--- src/rtl/trace_unpacker.sv ---
module trace_unpacker #(
  parameter int         WORD_W    = 32,
  parameter int         PKT_W     = 16,
  parameter logic [2:0] TRIG_CODE = 3'b110
) (
  input  logic              clk,
  input  logic              rst_n,
  input  logic [1:0]        width_sel,
  input  logic [1:0]        link_sel,
  output logic              cfg_bad,
  input  logic              in_valid,
  output logic              in_ready,
  input  logic [WORD_W-1:0] in_word,
  output logic              out_valid,
  input  logic              out_ready,
  output logic [2:0]        out_status,
  output logic [PKT_W-1:0]  out_packet,
  output logic              out_sync,
  output logic              out_trig
);

  localparam int IDX_W = 2;

  logic [WORD_W-1:0] word_q;
  logic [IDX_W-1:0]  idx;
  logic              busy;

  logic [WORD_W-1:0] slot;
  logic [2:0]        raw_stat;
  logic [PKT_W-1:0]  pkt;
  logic              sync;
  logic [IDX_W-1:0]  n_ent;
  logic              last;
  logic              accept;

  always_comb begin
    slot     = word_q;
    raw_stat = '0;
    pkt      = '0;
    sync     = 1'b0;
    n_ent    = 2'd1;
    case (width_sel)
      2'b00: begin
        slot     = word_q >> {idx, 3'b000};
        raw_stat = slot[2:0];
        pkt      = PKT_W'(slot[6:3]);
        sync     = slot[7];
        n_ent    = 2'd3;
      end
      2'b01: begin
        slot     = idx[0] ? (word_q >> 12) : word_q;
        raw_stat = slot[2:0];
        pkt      = PKT_W'(slot[10:3]);
        sync     = slot[11];
        n_ent    = 2'd2;
      end
      2'b10: begin
        raw_stat = slot[2:0];
        pkt      = PKT_W'(slot[18:3]);
        sync     = slot[19];
        n_ent    = 2'd1;
      end
      default: begin
        n_ent = 2'd1;
      end
    endcase
  end

  assign cfg_bad = (width_sel == 2'b11) || link_sel[1] ||
                   (link_sel == 2'b01 && width_sel != 2'b01);

  assign out_trig   = (raw_stat == TRIG_CODE);
  assign out_status = out_trig ? pkt[2:0] : raw_stat;
  assign out_packet = pkt;
  assign out_sync   = sync;
  assign out_valid  = busy;

  assign last     = (idx == n_ent - 2'd1);
  assign in_ready = !cfg_bad && (!busy || (out_ready && last));
  assign accept   = in_valid && in_ready;

  always_ff @(posedge clk) begin
    if (!rst_n) begin
      word_q <= '0;
      idx    <= '0;
      busy   <= 1'b0;
    end else if (accept) begin
      word_q <= in_word;
      idx    <= '0;
      busy   <= 1'b1;
    end else if (busy && out_ready) begin
      if (last) begin
        busy <= 1'b0;
        idx  <= '0;
      end else begin
        idx <= idx + 2'd1;
      end
    end
  end

endmodule

--- config.mk ---
export PLATFORM = sky130hd
export DESIGN_NAME = trace_unpacker
export DESIGN_NICKNAME = d
export VERILOG_FILES = /design/src/rtl/trace_unpacker.sv
export SDC_FILE = /design/constraint.sdc
export NUM_CORES = 1
export LEC_CHECK = 0
export BUFFER_PORTS_ARGS = -buffer_cell sky130_fd_sc_hd__buf_4
export CAP_MARGIN = 20
export CORE_MARGIN = 5
export CORE_UTILIZATION = 45
export DETAILED_ROUTE_END_ITERATION = 16
export PLACE_DENSITY = 0.71
export SLEW_MARGIN = 20
export SYNTH_ARGS = -nofsm -noshare
export SYNTH_HDL_FRONTEND = slang
export SYNTH_SLANG_ARGS = --single-unit
--- constraint.sdc ---
create_clock -name clk -period 1.9 [get_ports clk]
set_input_delay 0.19 -clock clk [delete_from_list [all_inputs] [get_ports clk]]
set_output_delay 0.19 -clock clk [all_outputs]
set_load 0.005 [all_outputs]
==> implementation parameters, run 1 <==
Parameter                              Value

STA
  Clock skew after layout ... about 5.1 ps
  Number of max-slew violations in the final report ... 0
  Achievable clock frequency ... roughly 470 MHz
  Endpoints failing hold ... 0
  RSZ-0062 raised after global routing ... true
  Post-layout min period ... ~2100 ps
  Smallest hold slack ... 107 ps
  Setup slack after layout ... -236 ps
  Actual transition at the worst max-transition pin ... ~470 ps
  Setup TNS ... -1090 ps
  Max-Slew Margin vs Limit ... 0.684
  Final setup violation count ... 21
  Part of the cycle the worst path needs ... 1.12

Yosys
  Post-synthesis adder-cell area fraction ... 0
  Fraction of the yosys area taken by sequential cells ... 0.323
  Post-synthesis xor/xnor area fraction ... 0
  Gate count of the mapped netlist ... between 200 and 250
  Count of flip-flops with a built-in enable after synthesis ... 0
  Most used flip-flop cell after synthesis ... sky130_fd_sc_hd__dfxtp_1
  Simple-gate share of the synthesized area ... 0.312
  Yosys cell types ... 47
  Synthesized area ... between 2000 and 2500 sq um
  Count of synthesis-stage warnings from yosys ... 0
  Portion of synthesized cell area occupied by the leading cell type ... 0.323
  Syn nets ... about 280
  Post-synthesis async set-or-reset flop share ... 0
  Complex-gate fraction of the synthesized area ... 0.246
  Number of synthesized register bits ... 35
  Dominant combinational cell family by area after synthesis ... simple AND/OR/NAND/NOR gates
  Ranking of synthesized cells by area ... sky130_fd_sc_hd__dfxtp_1 32%, sky130_fd_sc_hd__nand3_2 12%, sky130_fd_sc_hd__o21ai_2 10%, sky130_fd_sc_hd__nand2_1 7.6%, sky130_fd_sc_hd__mux2i_1 4.2%
  Multiplexer share of the synthesized area ... 0.0519
  Post-synthesis cell type with the largest combined area ... sky130_fd_sc_hd__dfxtp_1
  Post-Syn Area per Cell ... between 8 and 9 sq um

Floorplan
  Core region area ... around 4700 sq um
  Number of primary I/O pins ... 64
  Row count ... 25
  DIE HEIGHT ... 79.4 um
  Die Width ... ~79 um
  Floorplan die area ... roughly 6300 sq um
  Initial standard-cell utilization of the core ... 0.462

Setup path
  Endpoint of the most critical register-to-register path ... word_q[21]
  Slack of the worst reg-to-reg path ... -40 ps
  Critical Path AT ... slightly below 2000 ps
  Worst Setup End Kind ... output pin
  Data required time of the critical path ... around 1700 ps
  Crit Path Class ... reg -> out
  Startpoint class of the critical path ... flip-flop
  CP Launch Point ... idx[0]
  Worst reg2reg path startpoint ... idx[0]
  Path depth of the worst reg2reg path ... 8
  Crit path max fanout ... 5

Worst hold path
  Path class of the lowest-slack min-delay path ... in -> reg
  End point of the worst hold path ... word_q[6]
  Min-Delay Path Depth ... 3
  Hold_sp ... in_word[6]

Global route
  Antenna violations before repair ... 0
  Pin count of the biggest net entering global routing ... 68
  Total Routing Usage GR ... 0.190
  Sum of overflow across all layers after global routing ... 0
  Vias in the first global route ... around 1.9k
  First-pass GRT wire length ... roughly 9300 um

Placed design
  PortBufs ... 63
  Routability cong. ... between 0.9 and 1
  Post-DP HPWL ... just over 4000 um
  Placed insts ... between 300 and 400
  Worst setup slack before clock tree synthesis ... ~13 ps

Drt
  1st-pass router iterations ... 4
  Antenna Violating Nets Remaining ... 0
  Wirelength per Cell ... 15.7 um
  Via count ... approximately 2.1k
  DRC violation count after routing ... 0
  Total routed wirelength ... between 5000 and 6000 um
  Average vias per placed instance ... around 5.5
  Iteration-0 DRC Markers ... roughly 190

Final layout
  Top library cells by usage in the layout, fill and taps aside ... 74 x sky130_fd_sc_hd__buf_4, 43 x sky130_fd_sc_hd__nand2_1, 33 x sky130_fd_sc_hd__dfxtp_1
  Final core utilization ... 0.659
  Most common cell after layout, fill and taps aside ... sky130_fd_sc_hd__buf_4
  Area delta synth->final ... 42.6%
  Fraction of layout instances using a drive strength above 1 ... 0.528
  Number of diodes ... 0
  Fillcell total ... roughly 390
  Final cell count without fillers ... 376
  Total Nets Final ... between 300 and 400

Pwr
  LEAKAGE ... around 1.2 nW
  Largest vdd supply drop ... between 0.0004 and 0.0005 V
  Power per Cell Area ... 549 nW/um^2

Clock tree
  Total clock buffers created by CTS ... 5
  Clock transition at path regs ... about 70 ps
  Number of buffers inserted for hold repair after clock tree synthesis ... 0
  Number of sinks handled by clock tree synthesis ... 35
  Root Driver ... sky130_fd_sc_hd__clkbuf_8
  Clock tree from TritonCTS ... yes
  Clock latency on the worst-skew pair ... 290 ps
  Number of H-tree levels ... 2
  Maximum number of buffers from clock root to sink ... 2

Outcome
  Result of the run ... finished with violations
  Failing checks ... negative setup slack

Run
  # Max-Cap Violations ... 0
## worst max-delay path: stages, from the launching register on
cell	delay, ps
sky130_fd_sc_hd__dfxtp_4	380
sky130_fd_sc_hd__buf_6	120
sky130_fd_sc_hd__mux2i_1	200
sky130_fd_sc_hd__nor4_1	90
sky130_fd_sc_hd__a2111o_1	420
sky130_fd_sc_hd__o31a_1	300
sky130_fd_sc_hd__buf_4	130
## cells by family (layout without fill, tap and decap cells)
group | Yosys count | after routing
buffers and inverters | 23 | 101
and+or+nand+nor | 108 | 108
AOI/OAI and AO/OA | 68 | 68
muxes | 10 | 10
DFF | 35 | 35
## state kept, by name, summed over array words and instances (netlist names)
signal     count
word_q        32
idx            2
out_valid      1
## how the worst max path moves through the flow
stage / end / slack (ps) / cells after the start
after detailed placement: out_status[0] / 10 / 7
after global routing: out_status[1] / -290 / 6
after CTS: out_status[1] / -190 / 4
final: out_status[1] / -240 / 6
after floorplan: out_status[1] / 130 / 3
after global placement: out_trig / 40 / 6
## layer usage
metal / routed length, um / global-route usage / vias up / share of wire
met5: 0 / 0 / - / 0
met4: 67 / 0.0464 / 0 / 0.011
met3: 328 / 0.0440 / 7 / 0.056
met2: 2870 / 0.322 / 63 / 0.49
met1: 2630 / 0.242 / 966 / 0.45
li1: - / - / 1046 / -
## final cells by class
cell class | count | area (sq um) | area share
multi-input cells | 186 | 1410 | 0.457
repair buffers | 89 | 790 | 0.255
flip-flops and latches | 35 | 708 | 0.229
clock buffers | 8 | 100 | 0.0324
well taps | 54 | 67.6 | 0.0218
inverters | 4 | 15.0 | 0.00485
## synthesized netlist by cell type, types with 2 or more instances
cell,n
sky130_fd_sc_hd__o22ai_1,2
sky130_fd_sc_hd__nand2b_1,2
sky130_fd_sc_hd__a21oi_1,5
sky130_fd_sc_hd__a221o_1,4
sky130_fd_sc_hd__nor4b_2,2
sky130_fd_sc_hd__o21ai_2,26
sky130_fd_sc_hd__buf_6,2
sky130_fd_sc_hd__mux2i_1,9
sky130_fd_sc_hd__o21ai_0,9
sky130_fd_sc_hd__nor2_1,5
sky130_fd_sc_hd__o21ai_1,4
sky130_fd_sc_hd__and2_1,9
sky130_fd_sc_hd__a22o_1,4
sky130_fd_sc_hd__buf_8,2
sky130_fd_sc_hd__clkbuf_1,4
sky130_fd_sc_hd__and3_1,2
sky130_fd_sc_hd__nand3_2,26
sky130_fd_sc_hd__buf_4,3
sky130_fd_sc_hd__a221oi_1,2
sky130_fd_sc_hd__nor3b_1,2
sky130_fd_sc_hd__nand2_1,44
sky130_fd_sc_hd__inv_1,4
sky130_fd_sc_hd__buf_2,6
sky130_fd_sc_hd__dfxtp_1,35
sky130_fd_sc_hd__nor4_1,2
sky130_fd_sc_hd__nor2b_1,2
sky130_fd_sc_hd__nand3_1,6
sky130_fd_sc_hd__clkbuf_2,2
## power breakdown
part / switching [mW] / internal, mW
Clock: 0.259 / 0.331
Sequential: 0.0288 / 0.761
Combinational: 0.154 / 0.166
Total: 0.441 / 1.26
## metrics by stage
step	power, mW	area, sq um
floorplan	0.952	2170
global placement	1.10	2790
detailed placement	1.10	2790
CTS	1.71	3030
global route	1.76	3090
finish	1.70	3090
## repair_timing
action                                  4_1_cts  5_1_grt
gates resized for setup                      27        9
endpoints found under the hold margin         0        0
setup buffers                                 6        3
endpoints found under the setup margin       19       34
pin swaps                                     7        4
(Power assumes the default switching activity.)
==> run 2: changes to the inputs <==
- RECOVER_POWER: unset -> 100
==> run 2 against run 1 <==
The flow still finishes with violations (negative setup slack). Largest cell class unchanged. Critical path type unchanged. Maximum frequency up 0.54%. Critical endpoint unchanged. Worst hold slack better by 0.56 ps. Via count up 0.34%. Worst setup slack better by 11 ps. Largest power group unchanged.
==> implementation parameters, run 2 (synthesized netlist as in run 1, its figures left out) <==
Parameter                              Value

Outcome
  Result of the run ... finished with violations
  Failing checks ... negative setup slack

Pwr
  Power dissipated by switching net loads ... 0.441 mW (-0.23%)
  Clock share of power ... 0.347 (about the same)
  Largest vdd supply drop ... 0.000406 V (about the same)
  Proportion of power drawn by flip-flops and latches ... 0.465 (about the same)
  Part of the power in combinational logic ... 0.188 (about the same)
  Overall power consumption ... 1.70 mW (about the same)
  LEAKAGE ... 1.19 nW (about the same)
  Cell-internal power ... 1.26 mW (about the same)
  Switching share of power ... 0.260 (-0.000419)
  Power per Cell Area ... 549 nW/um^2 (about the same)

Floorplan
  Core region area ... 4690 sq um (unchanged)
  Row count ... 25 (unchanged)
  Number of primary I/O pins ... 64 (unchanged)
  Floorplan die area ... 6310 sq um (unchanged)
  DIE HEIGHT ... 79.4 um (unchanged)
  Die Width ... 79.4 um (unchanged)
  Initial standard-cell utilization of the core ... 0.462 (unchanged)

Drt
  Total routed wirelength ... 5880 um (-0.20%)
  1st-pass router iterations ... 4 (unchanged)
  Wirelength per Cell ... 15.6 um (-0.20%)
  Antenna Violating Nets Remaining ... 0 (unchanged)
  Iteration-0 DRC Markers ... 187 (unchanged)
  DRC violation count after routing ... 0 (unchanged)
  Via count ... 2089 (+0.34%)
  Average vias per placed instance ... 5.56 (+0.34%)

Clock tree
  Root Driver ... sky130_fd_sc_hd__clkbuf_8
  Maximum number of buffers from clock root to sink ... 2 (unchanged)
  Clock transition at path regs ... 70 ps (about the same)
  Number of sinks handled by clock tree synthesis ... 35 (unchanged)
  Number of buffers inserted for hold repair after clock tree synthesis ... 0 (unchanged)
  Total clock buffers created by CTS ... 5 (unchanged)
  Clock latency on the worst-skew pair ... 290 ps (about the same)
  Number of H-tree levels ... 2 (unchanged)
  Clock tree from TritonCTS ... yes

Setup path
  Crit Path Class ... reg -> out
  CP Launch Point ... idx[0]
  Worst reg2reg path startpoint ... idx[0]
  Largest incremental delay on the critical path ... 420 ps (about the same)
  Startpoint class of the critical path ... flip-flop
  Critical Path AT ... 1930 ps (-20 ps)
  Worst Setup End Kind ... output pin
  Slowest cell on the critical path ... sky130_fd_sc_hd__a2111o_1
  Worst path cell trace ... buf_6 -> mux2i_1 -> nor4_1 -> a2111o_1 -> o31a_1 -> buf_4
  Data required time of the critical path ... 1710 ps (about the same)
  Crit path max fanout ... 5 (unchanged)

STA
  RSZ-0062 raised after global routing ... true
  Final setup violation count ... 21 (unchanged)
  Setup slack after layout ... -224 ps (+11.4 ps)
  Part of the cycle the worst path needs ... 1.12 (-0.00599)
  Achievable clock frequency ... 471 MHz (+0.54%)
  Endpoints failing hold ... 0 (unchanged)
  Post-layout min period ... 2120 ps (-11.4 ps)
  Actual transition at the worst max-transition pin ... 470 ps (-2.26 ps)
  Clock skew after layout ... 4.75 ps (-0.303 ps)
  Number of max-slew violations in the final report ... 0 (unchanged)
  Max-Slew Margin vs Limit ... 0.686 (+0.00151)
  Setup TNS ... -1080 ps (+8.18 ps)

Final layout
  Area delta synth->final ... 42.6% (unchanged)
  Final core utilization ... 0.659 (unchanged)
  Summed area of non-filler cells in the final layout ... 3090 sq um (unchanged)
  Most common cell after layout, fill and taps aside ... sky130_fd_sc_hd__buf_4
  Total Nets Final ... 361 (unchanged)
  Number of diodes ... 0 (unchanged)
  Fillcell total ... 385 (unchanged)
  Top library cells by usage in the layout, fill and taps aside ... 73 x sky130_fd_sc_hd__buf_4, 43 x sky130_fd_sc_hd__nand2_1, 33 x sky130_fd_sc_hd__dfxtp_1
  Fraction of layout instances using a drive strength above 1 ... 0.528 (unchanged)
  Register with the highest flop count ... word_q
  Flip-flop count of the largest register after layout ... 32 (unchanged)

Run
  # Max-Cap Violations ... 0 (unchanged)

Placed design
  PortBufs ... 63 (unchanged)
  Placed Instance Area ... 2790 sq um (unchanged)
  Post-DP HPWL ... 4160 um (unchanged)
  Worst setup slack before clock tree synthesis ... 12.8 ps (unchanged)
  Routability cong. ... 0.949 (unchanged)

Global route
  Pin count of the biggest net entering global routing ... 68 (unchanged)
  Total Routing Usage GR ... 0.190 (unchanged)
  Vias in the first global route ... 1894 (unchanged)
  Sum of overflow across all layers after global routing ... 0 (unchanged)
  Antenna violations before repair ... 0 (unchanged)
  First-pass GRT wire length ... 9350 um (unchanged)

Worst hold path
  Hold_sp ... in_word[6]
  Path class of the lowest-slack min-delay path ... in -> reg
run 2: stage by stage:
stage	hold slack [ps]	instances
2_1_floorplan	311	244
3_5_place_dp	405	359
4_1_cts	102	373
5_1_grt	101	376
6_report	107	376
3_3_place_gp	402	359
run 2: final timing paths:
| check | end | slack [ps] | cells past startpoint |
|---|---|---|---|
| worst max-delay path | out_status[1] | -220 | 6 |
| worst min-delay path | word_q[6] | 110 | 3 |
| worst max register to register | word_q[24] | -40 | 8 |
| worst min register to register | word_q[24] | 460 | 2 |
run 2: power by group through the flow:
stage          Sequential, mW  Clock (mW)  Combinational, mW
2_1_floorplan           0.796           0              0.157
3_3_place_gp            0.806           0              0.294
3_5_place_dp            0.806           0              0.297
4_1_cts                 0.790       0.602              0.314
5_1_grt                 0.792       0.625              0.346
6_report                0.789       0.589              0.319
run 2: metal layers:
layer | GRT usage | wire, um | up-vias
li1 | - | - | 1045
met3 | 0.0440 | 338 | 8
met1 | 0.242 | 2600 | 975
met5 | 0 | 0 | -
met2 | 0.322 | 2870 | 61
met4 | 0.0464 | 68 | 0
run 2: layout make-up:
cell class,instances,area (sq um),share of cell area
multi-input combinational,186,1410,0.457
clock buffer,8,100,0.0324
inverter,4,15.0,0.00485
tap,54,67.6,0.0218
sequential,35,708,0.229
timing repair buffer,89,790,0.255
run 2: repair_timing:
action,4_1_cts,5_1_grt
endpoints found under the setup margin,19,34
buffers inserted,6,3
pin swaps,7,4
resized for setup,27,9
cloned,0,0
run 2: worst max-delay path, delay by kind of cell, from the launching register on:
kind,cells,cell delay [ps]
flip-flops,1,380
multiplexers,1,200
buffers and inverters,2,250
AO/OA/AOI/OAI,2,720
AND/OR/NAND/NOR,1,90
==> run 3: changes to the inputs <==
- ABC_AREA: unset -> 1
- PLACE_DENSITY: 0.71 -> 0.7
==> run 3 against run 2 <==
The run now ends clean. Critical path type unchanged. Critical endpoint unchanged. Largest cell class unchanged. Global-route usage increased by 2.9 points. Core utilization decreased by 3.7 points. Worst hold slack improved by 110 ps. Final cell count increased by 48%. Sequential share of layout area decreased by 0.72 points.
==> implementation parameters, run 3 <==
Parameter                              Value

Yosys
  Fraction of the yosys area taken by sequential cells ... 0.295 (-0.0282)
  Most used flip-flop cell after synthesis ... sky130_fd_sc_hd__dfxtp_1
  Cell types with the highest counts after synthesis ... 120 x sky130_fd_sc_hd__nand2_1, 102 x sky130_fd_sc_hd__inv_1, 51 x sky130_fd_sc_hd__nor2_1
  Post-synthesis cell type with the largest combined area ... sky130_fd_sc_hd__dfxtp_1
  Synthesized area ... 2380 sq um (+9.6%)
  Number of synthesized register bits ... 35 (unchanged)
  Post-synthesis async set-or-reset flop share ... 0 (unchanged)
  Ranking of synthesized cells by area ... sky130_fd_sc_hd__dfxtp_1 29%, sky130_fd_sc_hd__nand2_1 19%, sky130_fd_sc_hd__inv_1 16%, sky130_fd_sc_hd__nand4_1 8.7%, sky130_fd_sc_hd__nor2_1 8.1%
  Count of flip-flops with a built-in enable after synthesis ... 0 (unchanged)
  Syn nets ... 462 (+63%)
  Gate count of the mapped netlist ... 422 (+73%)
  Cell with the most instances after synthesis ... sky130_fd_sc_hd__nand2_1
  Count of synthesis-stage warnings from yosys ... 0 (unchanged)
  Yosys cell types ... 26 (-45%)
  Portion of synthesized cell area occupied by the leading cell type ... 0.295 (-0.0282)
  Post-Syn Area per Cell ... 5.63 sq um (-37%)

STA
  Actual transition at the worst max-transition pin ... 629 ps (+159 ps)
  Smallest hold slack ... 218 ps (+111 ps)
  Setup TNS ... 0 ps (+1080 ps)
  Achievable clock frequency ... 537 MHz (+14%)
  Final setup violation count ... 0 (-100%)
  Endpoints failing hold ... 0 (unchanged)
  Clock skew after layout ... 6.49 ps (+1.74 ps)
  Max-Slew Margin vs Limit ... 0.581 (-0.105)
  Part of the cycle the worst path needs ... 0.980 (-0.138)
  Post-layout min period ... 1860 ps (-262 ps)
  RSZ-0062 raised after global routing ... true
  Number of max-slew violations in the final report ... 0 (unchanged)

Setup path
  Startpoint class of the critical path ... flip-flop
  Worst Setup End Kind ... output pin
  CP top delay family ... simple AND/OR/NAND/NOR gates
  Number of buffers and inverters on the critical path ... 2 (unchanged)
  Cell depth of the worst setup path ... 11 (+5)
  Crit Path Class ... reg -> out
  Most frequent CP cell ... sky130_fd_sc_hd__nand2_1
  Data required time of the critical path ... 1710 ps (about the same)
  Slowest cell on the critical path ... sky130_fd_sc_hd__dfxtp_4
  Path depth of the worst reg2reg path ... 10 (+2)
  Crit path max fanout ... 8 (+3)
  Largest incremental delay on the critical path ... 380 ps (-40 ps)
  Critical Path AT ... 1670 ps (-260 ps)
  Worst path cell trace ... clkbuf_16 -> nand2_2 -> o21ai_1 -> nand2_1 -> nand2_1 -> nor2_2 -> nand2_2 -> nor2_4 -> nand2_1 -> nand2_1 -> buf_4

Drt
  1st-pass router iterations ... 5 (+1)
  Via count ... 2711 (+30%)
  Antenna Violating Nets Remaining ... 0 (unchanged)
  DRC violation count after routing ... 0 (unchanged)
  Iteration-0 DRC Markers ... 197 (+5.3%)
  Total routed wirelength ... 7580 um (+29%)
  Average vias per placed instance ... 4.86 (-13%)
  Wirelength per Cell ... 13.6 um (-13%)

Floorplan
  Die Width ... 82.7 um (+4.1%)
  DIE HEIGHT ... 82.7 um (+4.1%)
  Floorplan die area ... 6840 sq um (+8.4%)
  Row count ... 26 (+4.0%)
  Core region area ... 5110 sq um (+8.9%)
  Number of primary I/O pins ... 64 (unchanged)
  Initial standard-cell utilization of the core ... 0.465 (+0.00306)

Placed design
  PortBufs ... 63 (unchanged)
  Routability cong. ... 0.907 (-4.4%)
  Placed Instance Area ... 2930 sq um (+5.1%)
  Post-DP HPWL ... 5360 um (+29%)

Final layout
  Register with the highest flop count ... word_q
  Flip-flop count of the largest register after layout ... 32 (unchanged)
  Fraction of layout instances using a drive strength above 1 ... 0.221 (-0.307)
  Most common cell after layout, fill and taps aside ... sky130_fd_sc_hd__nand2_1
  Area delta synth->final ... 33.6%
  Total Nets Final ... 527 (+46%)
  Top library cells by usage in the layout, fill and taps aside ... 116 x sky130_fd_sc_hd__nand2_1, 101 x sky130_fd_sc_hd__inv_1, 63 x sky130_fd_sc_hd__buf_4
  Area occupied by multi-input gates ... 1250 sq um (-12%)
  Final core utilization ... 0.622 (-0.0372)
  Summed area of non-filler cells in the final layout ... 3180 sq um (+2.7%)
  Number of diodes ... 0 (unchanged)
  Fillcell total ... 545 (+42%)
  Combined flip-flop and latch cell area ... 704 sq um (-0.53%)

Run
  # Max-Cap Violations ... 0 (unchanged)

Global route
  Total Routing Usage GR ... 0.219 (+0.0289)
  Sum of overflow across all layers after global routing ... 0 (unchanged)
  Antenna violations before repair ... 0 (unchanged)
  First-pass GRT wire length ... 11300 um (+21%)
  Vias in the first global route ... 2334 (+23%)
  Pin count of the biggest net entering global routing ... 35 (-49%)

Pwr
  Proportion of power drawn by flip-flops and latches ... 0.454 (-0.011)
  Overall power consumption ... 1.77 mW (+4.1%)
  Clock share of power ... 0.297 (-0.050)
  Cell-internal power ... 1.22 mW (-3.0%)
  Power dissipated by switching net loads ... 0.547 mW (+24%)
  Power per Cell Area ... 556 nW/um^2 (+1.3%)
  Switching share of power ... 0.310 (+0.0501)
  LEAKAGE ... 1.75 nW (+47%)
  Part of the power in combinational logic ... 0.249 (+0.061)
  Largest vdd supply drop ... 0.000317 V (-22%)

Clock tree
  Clock latency on the worst-skew pair ... 290 ps (about the same)
  Number of sinks handled by clock tree synthesis ... 35 (unchanged)
  Root Driver ... sky130_fd_sc_hd__clkbuf_8
  Clock transition at path regs ... 70 ps (about the same)
  Total clock buffers created by CTS ... 5 (unchanged)
  Number of H-tree levels ... 2 (unchanged)
  Clock tree from TritonCTS ... yes
  Maximum number of buffers from clock root to sink ... 2 (unchanged)
  Number of buffers inserted for hold repair after clock tree synthesis ... 0 (unchanged)

Worst hold path
  Path class of the lowest-slack min-delay path ... in -> reg
  Min-Delay Path Depth ... 5 (+2)

Outcome
  Result of the run ... completed
## run 3: cell count changes after synthesis, sizes merged, moves of 3 or more
cell   delta
a22o      -4
o21ai    -16
nor2     +46
mux2i     -9
nor3b     -3
a221o     -4
nand2    +77
nand4    +32
inv     +104
buf       +4
and2      -9
a21oi     +5
nand3    -26
## run 3: final timing paths
check                        to        from  slack, ps
hold / removal        word_q[6]  in_word[6]        220
hold reg to reg      word_q[27]  word_q[27]        530
setup reg to reg     word_q[31]      idx[0]        170
setup / recovery  out_status[1]      idx[0]         40
## run 3: cell families after synthesis
family | synth area share
simple gates | 0.388
xor+xnor | 0.00368
flops | 0.295
compound gates | 0.102
buf+inv | 0.212
## run 3: area by class of cell
type	count	area share
well taps	70	0.0276
repair buffers	78	0.204
clock inverters	1	0.00158
inverters	108	0.128
flip-flops and latches	35	0.222
multi-input cells	259	0.393
clock buffers	7	0.0240
## run 3: what timing repair did
item	4_1_cts	5_1_grt
gates cloned	1	3
setup buffers	0	4
endpoints found under the setup margin	3	40
pin swaps	1	8
resized for setup	12	17
## run 3: power by group through the flow
stage	registers, mW	clock network, mW	logic (mW)
after floorplan	0.809	0	0.252
after global placement	0.816	0	0.406
after detailed placement	0.818	0	0.411
after CTS	0.800	0.536	0.420
after global routing	0.806	0.573	0.495
final	0.802	0.524	0.440
## run 3: worst min-delay path, delay by kind of cell
| kind | cells | cell delay (ps) |
|---|---|---|
| buffers and inverters | 2 | 100 |
| and+or+nand+nor | 3 | 180 |
## run 3: metrics by stage
step	setup WS (ps)	instances
after floorplan	390	422
after global placement	67.8	542
after detailed placement	62.1	542
after CTS	1.91	551
after global routing	-78.7	558
final	37.4	558
## run 3: layer usage
layer / share of wire / GRT usage
met1: 0.45 / 0.289
met2: 0.48 / 0.373
met3: 0.063 / 0.0304
met4: 0.0032 / 0.0539
met5: 0 / 0
